--- src/rtl/rsup_pkg.sv ---
package rsup_pkg;

  typedef enum logic [1:0] {
    ST_HOLD = 2'd0,
    ST_TIME = 2'd1,
    ST_RUN  = 2'd2
  } rst_state_e;

  function automatic int cyc_of_us(input int hz, input int us);
    return (hz / 1000000) * us;
  endfunction

endpackage

--- src/rtl/rsup_sync.sv ---
module rsup_sync #(
  parameter int              WIDTH   = 1,
  parameter logic [WIDTH-1:0] RST_VAL = '0
) (
  input  logic             clk,
  input  logic             rst_n,
  input  logic [WIDTH-1:0] d_i,
  output logic [WIDTH-1:0] q_o
);

  logic [WIDTH-1:0] meta_q, meta_d;
  logic [WIDTH-1:0] out_q, out_d;

  always_comb begin
    meta_d = d_i;
    out_d  = meta_q;
  end

  always_ff @(posedge clk or negedge rst_n) begin
    if (!rst_n) begin
      meta_q <= RST_VAL;
      out_q  <= RST_VAL;
    end else begin
      meta_q <= meta_d;
      out_q  <= out_d;
    end
  end

  assign q_o = out_q;

endmodule

--- src/rtl/rsup_mr_filter.sv ---
module rsup_mr_filter #(
  parameter int MIN_CYC = 1250
) (
  input  logic clk,
  input  logic rst_n,
  input  logic mr_n_s,
  output logic mr_act_o,
  output logic clr_o
);

  localparam int             CW   = $clog2(MIN_CYC + 1);
  localparam logic [CW-1:0]  LAST = CW'(MIN_CYC - 1);

  logic [CW-1:0] cnt_q, cnt_d;
  logic          cnt_en;
  logic          act_q, act_d;
  logic          clr_q, clr_d;

  always_comb begin
    cnt_d  = cnt_q;
    cnt_en = 1'b0;
    act_d  = act_q;
    clr_d  = 1'b0;
    if (mr_n_s) begin
      cnt_d  = '0;
      cnt_en = (cnt_q != '0);
      act_d  = 1'b0;
    end else if (!act_q) begin
      if (cnt_q == LAST) begin
        act_d = 1'b1;
        clr_d = 1'b1;
      end else begin
        cnt_d  = cnt_q + CW'(1);
        cnt_en = 1'b1;
      end
    end
  end

  always_ff @(posedge clk or negedge rst_n) begin
    if (!rst_n) begin
      cnt_q <= '0;
    end else if (cnt_en) begin
      cnt_q <= cnt_d;
    end
  end

  always_ff @(posedge clk or negedge rst_n) begin
    if (!rst_n) begin
      act_q <= 1'b0;
      clr_q <= 1'b0;
    end else begin
      act_q <= act_d;
      clr_q <= clr_d;
    end
  end

  assign mr_act_o = act_q;
  assign clr_o    = clr_q;


  mr_accept_chk: assert property (@(posedge clk) disable iff (!rst_n)
    $rose(act_q) |-> $past(!mr_n_s))
    else $error("press accepted without a low pin");


  clr_pulse_chk: assert property (@(posedge clk) disable iff (!rst_n)
    clr_q |=> !clr_q)
    else $error("clear pulse longer than one cycle");

endmodule

--- src/rtl/rsup_timer.sv ---
module rsup_timer
  import rsup_pkg::*;
#(
  parameter int HOLD_CYC = 10000000
) (
  input  logic clk,
  input  logic rst_n,
  input  logic hold_i,
  output logic rst_n_o,
  output logic active_o,
  output logic done_o
);

  localparam int            TW   = $clog2(HOLD_CYC + 1);
  localparam logic [TW-1:0] LAST = TW'(HOLD_CYC - 1);

  rst_state_e    state_q, state_d;
  logic [TW-1:0] cnt_q, cnt_d;
  logic          cnt_en;
  logic          done_q, done_d;

  always_comb begin
    state_d = state_q;
    cnt_d   = cnt_q;
    cnt_en  = 1'b0;
    done_d  = 1'b0;
    if (hold_i) begin
      state_d = ST_HOLD;
      cnt_d   = '0;
      cnt_en  = 1'b1;
    end else begin
      case (state_q)
        ST_HOLD: begin
          state_d = ST_TIME;
          cnt_d   = '0;
          cnt_en  = 1'b1;
        end
        ST_TIME: begin
          if (cnt_q == LAST) begin
            state_d = ST_RUN;
            done_d  = 1'b1;
          end else begin
            cnt_d  = cnt_q + TW'(1);
            cnt_en = 1'b1;
          end
        end
        ST_RUN:  state_d = ST_RUN;
        default: state_d = ST_HOLD;
      endcase
    end
  end

  always_ff @(posedge clk or negedge rst_n) begin
    if (!rst_n) begin
      state_q <= ST_TIME;
      done_q  <= 1'b0;
    end else begin
      state_q <= state_d;
      done_q  <= done_d;
    end
  end

  always_ff @(posedge clk or negedge rst_n) begin
    if (!rst_n) begin
      cnt_q <= '0;
    end else if (cnt_en) begin
      cnt_q <= cnt_d;
    end
  end

  assign rst_n_o  = (state_q == ST_RUN);
  assign active_o = (state_q == ST_TIME);
  assign done_o   = done_q;


  hold_low_chk: assert property (@(posedge clk) disable iff (!rst_n)
    hold_i |=> !rst_n_o)
    else $error("reset not asserted under a hold cause");


  restart_chk: assert property (@(posedge clk) disable iff (!rst_n)
    (active_o && hold_i) |=> (!active_o && !rst_n_o))
    else $error("window not ended by a new hold cause");


  release_chk: assert property (@(posedge clk) disable iff (!rst_n)
    $rose(rst_n_o) |-> $past(active_o))
    else $error("reset released without a window");


  done_chk: assert property (@(posedge clk) disable iff (!rst_n)
    done_o |-> (rst_n_o && $past(active_o)))
    else $error("end strobe outside release");


  done_once_chk: assert property (@(posedge clk) disable iff (!rst_n)
    done_o |=> !done_o)
    else $error("end strobe longer than one cycle");

endmodule

--- src/rtl/rst_supervisor.sv ---
module rst_supervisor
  import rsup_pkg::*;
#(
  parameter int CLK_HZ    = 50000000,
  parameter int HOLD_US   = 200000,
  parameter int MR_MIN_US = 25
) (
  input  logic clk,
  input  logic rst_n,
  input  logic supply_low_i,
  input  logic mr_n_i,
  input  logic lowline_i,
  output logic cpu_rst_n_o,
  output logic lowline_n_o,
  output logic tmo_active_o,
  output logic tmo_done_o,
  output logic cnt_clr_o
);

  localparam int HOLD_CYC   = cyc_of_us(CLK_HZ, HOLD_US);
  localparam int MR_MIN_CYC = cyc_of_us(CLK_HZ, MR_MIN_US);

  localparam int IDX_SUP = 2;
  localparam int IDX_MR  = 1;
  localparam int IDX_LL  = 0;

  logic [2:0] raw_in, syn_in;
  logic       mr_act;
  logic       hold;

  assign raw_in = {supply_low_i, mr_n_i, lowline_i};

  rsup_sync #(
    .WIDTH   (3),
    .RST_VAL (3'b010)
  ) u_sync (
    .clk   (clk),
    .rst_n (rst_n),
    .d_i   (raw_in),
    .q_o   (syn_in)
  );

  rsup_mr_filter #(
    .MIN_CYC (MR_MIN_CYC)
  ) u_mr (
    .clk      (clk),
    .rst_n    (rst_n),
    .mr_n_s   (syn_in[IDX_MR]),
    .mr_act_o (mr_act),
    .clr_o    (cnt_clr_o)
  );

  assign hold = syn_in[IDX_SUP] | mr_act;

  rsup_timer #(
    .HOLD_CYC (HOLD_CYC)
  ) u_tmr (
    .clk      (clk),
    .rst_n    (rst_n),
    .hold_i   (hold),
    .rst_n_o  (cpu_rst_n_o),
    .active_o (tmo_active_o),
    .done_o   (tmo_done_o)
  );

  assign lowline_n_o = ~syn_in[IDX_LL];


  clr_then_rst_chk: assert property (@(posedge clk) disable iff (!rst_n)
    cnt_clr_o |=> !cpu_rst_n_o)
    else $error("accepted press did not assert reset");


  done_not_active_chk: assert property (@(posedge clk) disable iff (!rst_n)
    tmo_done_o |-> !tmo_active_o)
    else $error("end strobe inside window");

endmodule

--- config.mk ---
export PLATFORM = sky130hd
export DESIGN_NAME = rst_supervisor
export DESIGN_NICKNAME = d
export VERILOG_FILES = /design/src/rtl/rsup_pkg.sv /design/src/rtl/rsup_sync.sv /design/src/rtl/rsup_mr_filter.sv /design/src/rtl/rsup_timer.sv /design/src/rtl/rst_supervisor.sv
export SDC_FILE = /design/constraint.sdc
export NUM_CORES = 1
export LEC_CHECK = 0
export BUFFER_PORTS_ARGS = -buffer_cell sky130_fd_sc_hd__clkbuf_2
export CORE_ASPECT_RATIO = 0.8
export CORE_MARGIN = 2
export CORE_UTILIZATION = 40
export CTS_BUF_LIST = sky130_fd_sc_hd__clkbuf_16
export CTS_CLUSTER_DIAMETER = 60
export DETAILED_ROUTE_END_ITERATION = 8
export HOLD_SLACK_MARGIN = 0.12
export REMOVE_ABC_BUFFERS = 1
export SETUP_SLACK_MARGIN = 0.05
export SYNTH_ARGS = -nofsm -noshare
export SYNTH_HDL_FRONTEND = slang
export SYNTH_SLANG_ARGS = --single-unit
--- constraint.sdc ---
create_clock -name clk -period 4.95 [get_ports clk]
set_input_delay 0.495 -clock clk [delete_from_list [all_inputs] [get_ports clk]]
set_output_delay 0.495 -clock clk [all_outputs]
set_load 0.01 [all_outputs]
==> results.json, run 1 <==
{
  "post-dp-hpwl_um": 3540,
  "async_flop_share": 1.00,
  "yosysWarnings": 0,
  "rsz0062_at_grt": "false",
  "fin_crit_sh": 0.482,
  "drv_slew": 0,
  "crit_family": "simple AND/OR/NAND/NOR gates",
  "clock_latency_ns": 0.28,
  "clock-sinks": 46,
  "cp.required_ns": 5.14,
  "maxCapViolCount": 0,
  "detailedRoute.firstPassIterationCount": 4,
  "postPlaceCellArea_mm2": 0.00260,
  "path_class": "reg -> reg",
  "yosysSeqAreaShare": 0.467,
  "min_path_type": "in -> async",
  "ir_drop_uv": 233,
  "switchingPower_mw": 0.308,
  "io_pins": 10,
  "avgSynthCellArea_um2": 9.67,
  "grt_max_degree": 47,
  "grt-ovfl-total": 0,
  "core_area_mm2": 0.00594,
  "setup_viol_count_final": 0,
  "status": "complete, no violations",
  "clockBufferDepth": 2,
  "die_y_um": 74.4,
  "finalWorstSetupSlack_ns": 2.56,
  "final_area_mm2": 0.00277,
  "diodes": 0,
  "p_comb_frac": 0.214,
  "synth_top_area_frac": 0.435,
  "cp-start-kind": "flip-flop",
  "synth.largest_area_cell": "dfrtp_1",
  "dp_slack_ns": 2.58,
  "layout_commonest_cell": "dfrtp_1",
  "synth_seq_cells": 46,
  "final_hold_viol_count": 0,
  "critPathLaunch": "u_tmr.cnt_q[13]$_DFFE_PN0P_",
  "avgRoutedWirePerCell_um": 14.9,
  "fp-row-count": 25,
  "dieArea_mm2": 0.00684,
  "vias": 1938,
  "cts-root-buf": "clkbuf_16",
  "power.total_mw": 1.02,
  "wirelength_um": 5210,
  "period_needed_ns": 2.39,
  "cts-resized-gates": 0,
  "seqPwrFrac": 0.422,
  "clock_skew_ns": 0.00631,
  "synth.distinct_cells": 48,
  "drive_gt1_frac": 0.0967,
  "ant_nets": 0,
  "synth-main-ff-cell": "dfrtp_1",
  "die_w_um": 91.9,
  "timing.slew.headroom": 0.576,
  "layout_common_cells": "43 x dfrtp_1, 19 x nand2_1, 17 x nor2_1",
  "clock.fmax_mhz": 419,
  "cts_tree": "built",
  "gp_congestion": 0.849,
  "critPathSlowestCell": "o21ai_2",
  "cp.arrival_ns": 2.58,
  "grt_pass1_vias": 1803,
  "antenna_found_initial": 0,
  "worst_slew_pin_slew_ns": 0.634,
  "cts_buffers": 5,
  "cp_num_buf_inv": 0,
  "post-cts-setup-buffer-count": 0,
  "path_cells": "nor4b_1 -> nand4_1 -> o21ai_2 -> a211oi_1 -> nor4_1",
  "synth_enable_flop_cells": 0,
  "crit_fanout": 17,
  "slowest_delay_ns": 0.65,
  "fin_nets": 281,
  "initial_core_util": 0.416,
  "syn_inst": 256,
  "drc": 0,
  "power.internal_mw": 0.708,
  "syn_to_final_growth_pct": 11.7,
  "grt_pass1_wl_um": 8830,
  "cts.htree.levels": 2,
  "fin_tns_setup_ns": 0,
  "ctsHoldBuffers": 0,
  "synthTopCellsByArea": "dfrtp_1 43%, ha_1 4.0%, dfstp_2 3.2%, o21ai_0 3.0%, nand2_1 2.9%",
  "r2r-start": "u_tmr.cnt_q[13]$_DFFE_PN0P_",
  "clock_power_share": 0.364,
  "power.density_mw_per_mm2": 367,
  "drt_iter0_markers": 159,
  "synth_area_mm2": 0.00247,
  "swShare": 0.303,
  "grt.total_usage": 0.164,
  "clk_pin_slew_ns": 0.06,
  "endpoint_kind": "flip-flop",
  "power_leakage_nw": 1.10,
  "port_buffers": 9,
  "vias_per_cell": 5.54
}
## layer usage
| metal | vias up | part of all wire | global-route usage |
|---|---|---|---|
| met5 | - | 0 | 0 |
| met4 | 0 | 0.012 | 0.0498 |
| met3 | 7 | 0.026 | 0.0304 |
| met2 | 32 | 0.43 | 0.252 |
| met1 | 926 | 0.53 | 0.239 |
| li1 | 973 | - | - |
## final timing paths
check	endpoint	depth (start not counted)	slack [ns]
hold / removal	u_tmr.done_o$_DFF_PN0_	2	0.28
max in group asynchronous	u_mr.cnt_q[4]$_DFFE_PN0P_	2	4.25
hold reg to reg	u_sync.q_o[0]$_DFF_PN0_	0	0.35
min in group clk	u_sync.meta_q[1]$_DFF_PN1_	1	0.30
setup / recovery	u_tmr.cnt_q[10]$_DFFE_PN0P_	5	2.56
setup reg to reg	u_tmr.cnt_q[10]$_DFFE_PN0P_	5	2.56
## layout make-up
| cell class | count | area, um2 |
|---|---|---|
| clock buffers | 5 | 125 |
| clock inverters | 3 | 37.5 |
| fillers | 590 | 3180 |
| inverters | 12 | 45.0 |
| multi-input cells | 192 | 1240 |
| flip-flops and latches | 46 | 1150 |
| well taps | 81 | 101 |
| repair buffers | 11 | 60.1 |
## synthesized netlist by cell type (2+ instances only)
cell type,number
o31ai_1,3
mux2i_1,2
o21a_1,3
or3_1,9
nor2b_1,3
and3_1,5
o211ai_1,9
clkbuf_1,4
nor3b_1,2
dfrtp_1,43
a21oi_1,10
nor3_1,10
o21ai_2,2
nand2_1,19
dfstp_2,3
nand4_1,6
xnor2_1,6
nor4_1,5
o2bb2ai_1,4
and2_1,3
ha_1,8
nor2_1,17
o21ai_0,15
nand3_1,14
or4_1,8
o2111ai_1,2
inv_1,12
xor2_1,7
nor4b_1,3
## registers in the layout, summed over array words and instances (netlist names)
name / cells
u_mr.clr_o: 1
u_mr.cnt_q: 11
u_mr.mr_act_o: 1
u_sync.meta_q: 3
u_sync.q_o: 3
u_tmr.cnt_q: 24
u_tmr.done_o: 1
u_tmr.state_q: 2
## through the flow
step	utilization	hold slack, ns	std cells
floorplan	-	0.199	250
global placement	0.438	0.335	342
detailed placement	0.438	0.336	342
CTS	0.465	0.288	350
global route	0.465	0.283	350
finish	0.465	0.285	350
## power by group through the flow
| stage | Combinational (mW) | Sequential [mW] | Clock, mW |
|---|---|---|---|
| global placement | 0.210 | 0.434 | 0 |
| detailed placement | 0.217 | 0.434 | 0 |
| CTS | 0.219 | 0.428 | 0.382 |
| global route | 0.243 | 0.432 | 0.400 |
| floorplan | 0.148 | 0.428 | 0 |
| finish | 0.217 | 0.428 | 0.370 |
## logic make-up (layout without fill, tap and decap cells)
logic type | Yosys count | in the layout | share of synthesized area
XOR/XNOR | 13 | 13 | 0.0460
flip-flops | 46 | 46 | 0.467
buffers and inverters | 18 | 31 | 0.0318
adder cells (fa/ha/maj) | 8 | 8 | 0.0404
AND/OR/NAND/NOR | 112 | 112 | 0.251
multiplexers | 2 | 2 | 0.00809
AO/OA/AOI/OAI | 57 | 57 | 0.156
Note: power is estimated with default switching activity, not from simulation.
==> inputs of run 2 (changes only) <==
clock period = 1.95 ns   (was 4.95 ns; I/O delays follow)
==> run 2 against run 1 <==
Net effect: the flow now finishes with violations (negative setup slack); die area unchanged; sequential cell count is the same; utilization grew 11 points; first-iteration DRC count fell by 11%; sequential share of layout area decreased by 8.1 points; global-route usage is 1.9 points higher; worst hold slack gained 0.063 ns; critical path depth did not move; cell count up 16%; sequential power rose to 2.5 times the previous value; design area rose by 25%; largest cell class unchanged; highest routed layer unchanged.
==> results.json, run 2 (synthesis results as in run 1) <==
{
  "status": "complete, but fails checks",
  "violations": "negative setup slack",
  "clock_skew_ns": 0.00633,
  "grt_pass1_wl_um": 9820,
  "cp.arrival_ns": 2.18,
  "fin_tns_setup_ns": -0.229,
  "final_area_mm2": 0.00345,
  "path_class": "reg -> reg",
  "cts.htree.levels": 2,
  "drv_slew": 0,
  "power.density_mw_per_mm2": 818,
  "vias_per_cell": 5.51,
  "reg_top3": "u_tmr.cnt_q: 24 flops, u_mr.cnt_q: 11 flops",
  "layoutNonFillerInstCount": 405,
  "grt_max_degree": 47,
  "cts-root-buf": "clkbuf_16",
  "initial_core_util": 0.416,
  "vias": 2233,
  "drt_iter0_markers": 141,
  "avgRoutedWirePerCell_um": 15.3,
  "die_y_um": 74.4,
  "grt_pass1_vias": 1990,
  "critPathLaunch": "u_mr.cnt_q[4]$_DFFE_PN0P_",
  "diodes": 0,
  "final_hold_viol_count": 0,
  "finalWorstSetupSlack_ns": -0.0569,
  "clockBufferDepth": 2,
  "setup_viol_count_final": 8,
  "grt-ovfl-total": 0,
  "post-dp-hpwl_um": 4100,
  "cts_tree": "built",
  "min_path_type": "reg -> reg",
  "dp_cells": 383,
  "timing.slew.headroom": 0.595,
  "layout_common_cells": "48 x buf_4, 39 x dfrtp_1, 17 x nand2_1",
  "drc": 0,
  "port_buffers": 9,
  "dp_slack_ns": -0.126,
  "rsz0062_at_grt": "true",
  "detailedRoute.firstPassIterationCount": 4,
  "layout_commonest_cell": "buf_4",
  "period_needed_ns": 2.01,
  "endpoint_kind": "flip-flop",
  "largest-register": "u_tmr.cnt_q",
  "die_w_um": 91.9,
  "maxCapViolCount": 0,
  "wirelength_um": 6210,
  "io_pins": 10,
  "crit_fanout": 8,
  "grt.total_usage": 0.183,
  "clock_latency_ns": 0.28,
  "syn_to_final_growth_pct": 39.2,
  "ant_nets": 0,
  "fp-row-count": 25,
  "clock-sinks": 46,
  "power_leakage_nw": 1.43,
  "cts_buffers": 5,
  "dieArea_mm2": 0.00684,
  "antenna_found_initial": 0,
  "ir_drop_uv": 496,
  "fin_crit_sh": 1.03,
  "hold_start": "u_sync.meta_q[0]$_DFF_PN0_",
  "clk_pin_slew_ns": 0.06,
  "gp_congestion": 0.837,
  "postPlaceCellArea_mm2": 0.00292,
  "cp-start-kind": "flip-flop",
  "fin_nets": 336,
  "largest_register_ffs": 24,
  "r2r-start": "u_mr.cnt_q[4]$_DFFE_PN0P_",
  "clock.fmax_mhz": 498,
  "worst_slew_pin_slew_ns": 0.607,
  "cp.required_ns": 2.12,
  "drive_gt1_frac": 0.364,
  "core_area_mm2": 0.00594
}
[run 2: cell types whose count changed in the layout (fill, tap and decap cells not counted), moves of 4 or more]
cell | before | now
a21oi_2 | 0 | 7
dfrtp_1 | 43 | 39
dlygate4sd3_1 | 0 | 4
dfrtp_2 | 0 | 4
or3_4 | 0 | 4
buf_4 | 2 | 48
a21oi_1 | 10 | 3
or3_1 | 9 | 5
o21ai_1 | 1 | 8
o21ai_0 | 15 | 7
[run 2: layer usage]
metal / track usage / routed length, um
met1: 0.295 / 3310
met2: 0.245 / 2600
met5: 0 / 0
met3: 0.0395 / 249
met4: 0.0431 / 50
[run 2: worst paths after layout]
kind | endpoint | slack [ns] | cells past startpoint
worst max-delay path | u_mr.cnt_q[3]$_DFFE_PN0P_ | -0.06 | 5
worst min-delay path | u_sync.q_o[0]$_DFF_PN0_ | 0.35 | 0
worst max register to register | u_mr.cnt_q[3]$_DFFE_PN0P_ | -0.06 | 5
worst min register to register | u_sync.q_o[0]$_DFF_PN0_ | 0.35 | 0
max in group asynchronous | u_tmr.cnt_q[14]$_DFFE_PN0P_ | 0.96 | 3
min in group asynchronous | u_tmr.done_o$_DFF_PN0_ | 0.54 | 3
[run 2: final cells by class]
class,instances,area [um2]
sequential,46,1160
multi-input combinational,192,1480
fill,518,2500
inverter,12,45.0
tap,81,101
clock buffer,5,125
timing repair buffer,66,524
clock inverter,3,12.5
[run 2: what timing repair did]
item	4_1_cts	5_1_grt
gates cloned	0	1
hold buffers	4	0
setup buffers	3	7
endpoints found under the setup margin	14	30
resized for setup	9	55
endpoints found under the hold margin	46	0
pin swaps	6	22
[run 2: where the power goes]
part,switching (mW),internal [mW],leakage (nW)
logic,0.498,0.431,0.750
registers,0.0611,1.02,0.612
clock network,0.344,0.464,0.0724
[run 2: worst max-delay path, stage by stage (launching register included)]
cell,delay (ns)
dfrtp_1,0.37
or4_4,0.56
o41a_1,0.49
o2111ai_2,0.26
xor2_1,0.16
nor2_1,0.05
[run 2: through the flow]
step | util | power, mW | hold slack (ns)
3_5_place_dp | 0.492 | 1.82 | 0.297
6_report | 0.580 | 2.82 | 0.347
2_1_floorplan | - | 1.46 | -0.101
5_1_grt | 0.580 | 2.99 | 0.355
3_3_place_gp | 0.492 | 1.82 | 0.296
4_1_cts | 0.532 | 2.69 | 0.350
==> inputs of run 3 (changes only) <==
SYNTH_HIERARCHICAL = 1   (was unset)
==> run 3 against run 2 <==
Net effect: the run now ends clean; first-iteration DRC count decreased by 3.5%; cell count decreased by 17%; critical path depth increased by 2; power decreased by 6.9%; combinational power decreased by 35%; sequential power about the same; area after synthesis decreased by 5.3%; critical endpoint is now u_tmr/cnt_q[5]$_DFFE_PN0P_.
==> results.json, run 3 <==
{
  "cp-start-kind": "flip-flop",
  "fp-row-count": 24,
  "top_layer": "met4",
  "cts_tree": "built",
  "fin_crit_sh": 0.939,
  "layout_common_cells": "43 x dfrtp_1, 30 x nor2_1, 17 x buf_4, 17 x xor2_1, 14 x nand2_1",
  "fin_nets": 272,
  "wirelength_um": 4480,
  "critPathLaunch": "u_tmr/cnt_q[0]$_DFFE_PN0P_",
  "met2WireLength_um": 1830,
  "drv_slew": 0,
  "reg2reg_to": "u_tmr/cnt_q[5]$_DFFE_PN0P_",
  "drc": 0,
  "syn_inst": 227,
  "ant_nets": 0,
  "reg_top3": "u_tmr/cnt_q: 24 flops, u_mr/cnt_q: 11 flops",
  "rrSetupSlack_ns": 0.12,
  "post-dp-hpwl_um": 3220,
  "postPlaceCellArea_mm2": 0.00257,
  "synth.distinct_cells": 48,
  "port_buffers": 9,
  "final_hold_viol_count": 0,
  "setup_viol_count_final": 0,
  "fin_util": 0.509,
  "syn_to_final_growth_pct": 20.6,
  "synth_seq_cells": 46,
  "clk_pin_slew_ns": 0.06,
  "grt-ovfl-total": 0,
  "status": "complete, no violations",
  "route.met3.wl_um": 113,
  "critPathSlowestCell": "or4_1",
  "min_path_type": "in -> async",
  "largest-register": "u_tmr/cnt_q",
  "dp_cells": 324,
  "maxCapViolCount": 0,
  "synth_area_mm2": 0.00234,
  "drive_gt1_frac": 0.200,
  "worstRegToRegCells": 7,
  "synth-main-ff-cell": "dfrtp_1",
  "clock-sinks": 46,
  "period_needed_ns": 1.83,
  "clock_latency_ns": 0.28,
  "io_pins": 10,
  "synthTopCellsByArea": "dfrtp_1 46%, xor2_1 6.4%, nor2_1 4.8%, ha_1 4.3%, dfstp_2 3.4%",
  "drt_iter0_markers": 136,
  "power.total_mw": 2.62,
  "dieArea_mm2": 0.00649,
  "cts_buffers": 5,
  "vias_per_cell": 5.09,
  "cts.htree.levels": 2,
  "timing.slew.headroom": 0.576,
  "power_leakage_nw": 1.24,
  "core_area_mm2": 0.00556,
  "antenna_found_initial": 0,
  "ir_drop_uv": 611,
  "diodes": 0,
  "path_class": "reg -> reg",
  "grt_pass1_wl_um": 8000,
  "cts-root-buf": "clkbuf_16",
  "vias": 1719,
  "clock_skew_ns": 0.00445,
  "endpoint_kind": "flip-flop",
  "die_y_um": 72.5,
  "clockBufferDepth": 2,
  "crit_fanout": 9,
  "cp.required_ns": 2.16,
  "clock.fmax_mhz": 546,
  "worst_slew_pin_slew_ns": 0.631,
  "die_w_um": 89.6,
  "yosys-top-cells-count": "43 x dfrtp_1, 30 x nor2_1, 17 x xor2_1",
  "avgRoutedWirePerCell_um": 13.3,
  "synth_top_area_frac": 0.459,
  "grt_pass1_vias": 1671,
  "layout_commonest_cell": "dfrtp_1",
  "rsz0062_at_grt": "true",
  "largest_register_ffs": 24,
  "crit_end": "u_tmr/cnt_q[5]$_DFFE_PN0P_",
  "path_cells": "ha_1 -> nand2_2 -> or3_4 -> nor3_4 -> buf_4 -> or4_1 -> a21oi_1",
  "avgSynthCellArea_um2": 10.3,
  "detailedRoute.firstPassIterationCount": 4,
  "initial_core_util": 0.422,
  "async_flop_share": 1.00,
  "final_area_mm2": 0.00283,
  "grt_max_degree": 23,
  "yosysWarnings": 6,
  "synth_enable_flop_cells": 0,
  "fin_tns_setup_ns": 0,
  "yosysSeqAreaShare": 0.493,
  "r2r-start": "u_tmr/cnt_q[0]$_DFFE_PN0P_",
  "yosysMostFrequentCell": "dfrtp_1",
  "layoutNonFillerInstCount": 338,
  "gp_congestion": 0.768,
  "grt.total_usage": 0.159,
  "wl_met1_um": 2500,
  "synth.largest_area_cell": "dfrtp_1",
  "power.density_mw_per_mm2": 928,
  "slowest_delay_ns": 0.46,
  "cp.arrival_ns": 2.04
}
==> run 3: worst min path at each step <==
stage | from | to | slack [ns]
finish | rst_n | u_mr/cnt_q[6]$_DFFE_PN0P_ | 0.33
global route | u_sync/meta_q[2]$_DFF_PN0_ | u_sync/q_o[2]$_DFF_PN0_ | 0.36
CTS | rst_n | u_mr/cnt_q[6]$_DFFE_PN0P_ | 0.34
detailed placement | rst_n | u_mr/cnt_q[6]$_DFFE_PN0P_ | 0.1
global placement | rst_n | u_mr/cnt_q[6]$_DFFE_PN0P_ | 0.1
floorplan | rst_n | u_mr/clr_o$_DFF_PN0_ | -0.10
==> run 3: logic make-up after synthesis <==
| logic type | Yosys count | share of synthesized area |
|---|---|---|
| AND/OR/NAND/NOR | 111 | 0.276 |
| flip-flops | 46 | 0.493 |
| AO/OA/AOI/OAI | 23 | 0.0646 |
| XOR/XNOR | 23 | 0.0860 |
| buffers and inverters | 13 | 0.0246 |
| adder cells (fa/ha/maj) | 8 | 0.0427 |
| multiplexers | 3 | 0.0133 |
==> run 3: worst max-delay path, delay by kind of cell, from the launching register on <==
family                     cells  cell delay [ns]
and+or+nand+nor                4             0.79
DFF                            1             0.40
adders and majority gates      1             0.25
buffers and inverters          1             0.16
AOI/OAI and AO/OA              1             0.14
==> run 3: metrics by stage <==
step	setup WS (ns)	hold slack [ns]
after floorplan	0.114	-0.101
after global placement	0.0602	0.0956
after detailed placement	0.0226	0.0971
after CTS	0.0779	0.342
after global routing	0.0110	0.359
final	0.119	0.329
==> run 3: layout make-up <==
type | instances | area, um2
clock buffers | 5 | 125
multi-input cells | 168 | 1160
well taps | 78 | 97.6
flip-flops and latches | 46 | 1150
fillers | 499 | 2730
clock inverters | 3 | 40.0
repair buffers | 31 | 224
inverters | 7 | 26.3
==> run 3: report_power, final <==
part	internal (mW)	switching [mW]
clock network	0.600	0.347
logic	0.262	0.341
registers	1.02	0.0532
total	1.88	0.741
==> run 3: routing by layer <==
metal / vias to the layer above / global-route usage
li1: 868 / -
met1: 825 / 0.251
met2: 21 / 0.214
met3: 5 / 0.0410
met4: 0 / 0.0448
met5: - / 0
==> run 3: timing repair <==
item | 4_1_cts | 5_1_grt
endpoints found under the setup margin | 6 | 19
hold endpoints to repair | 12 | 0
resized for setup | 2 | 4
gates cloned | 0 | 0
setup buffers | 0 | 2
pin swaps | 0 | 2
hold buffers | 4 | 0
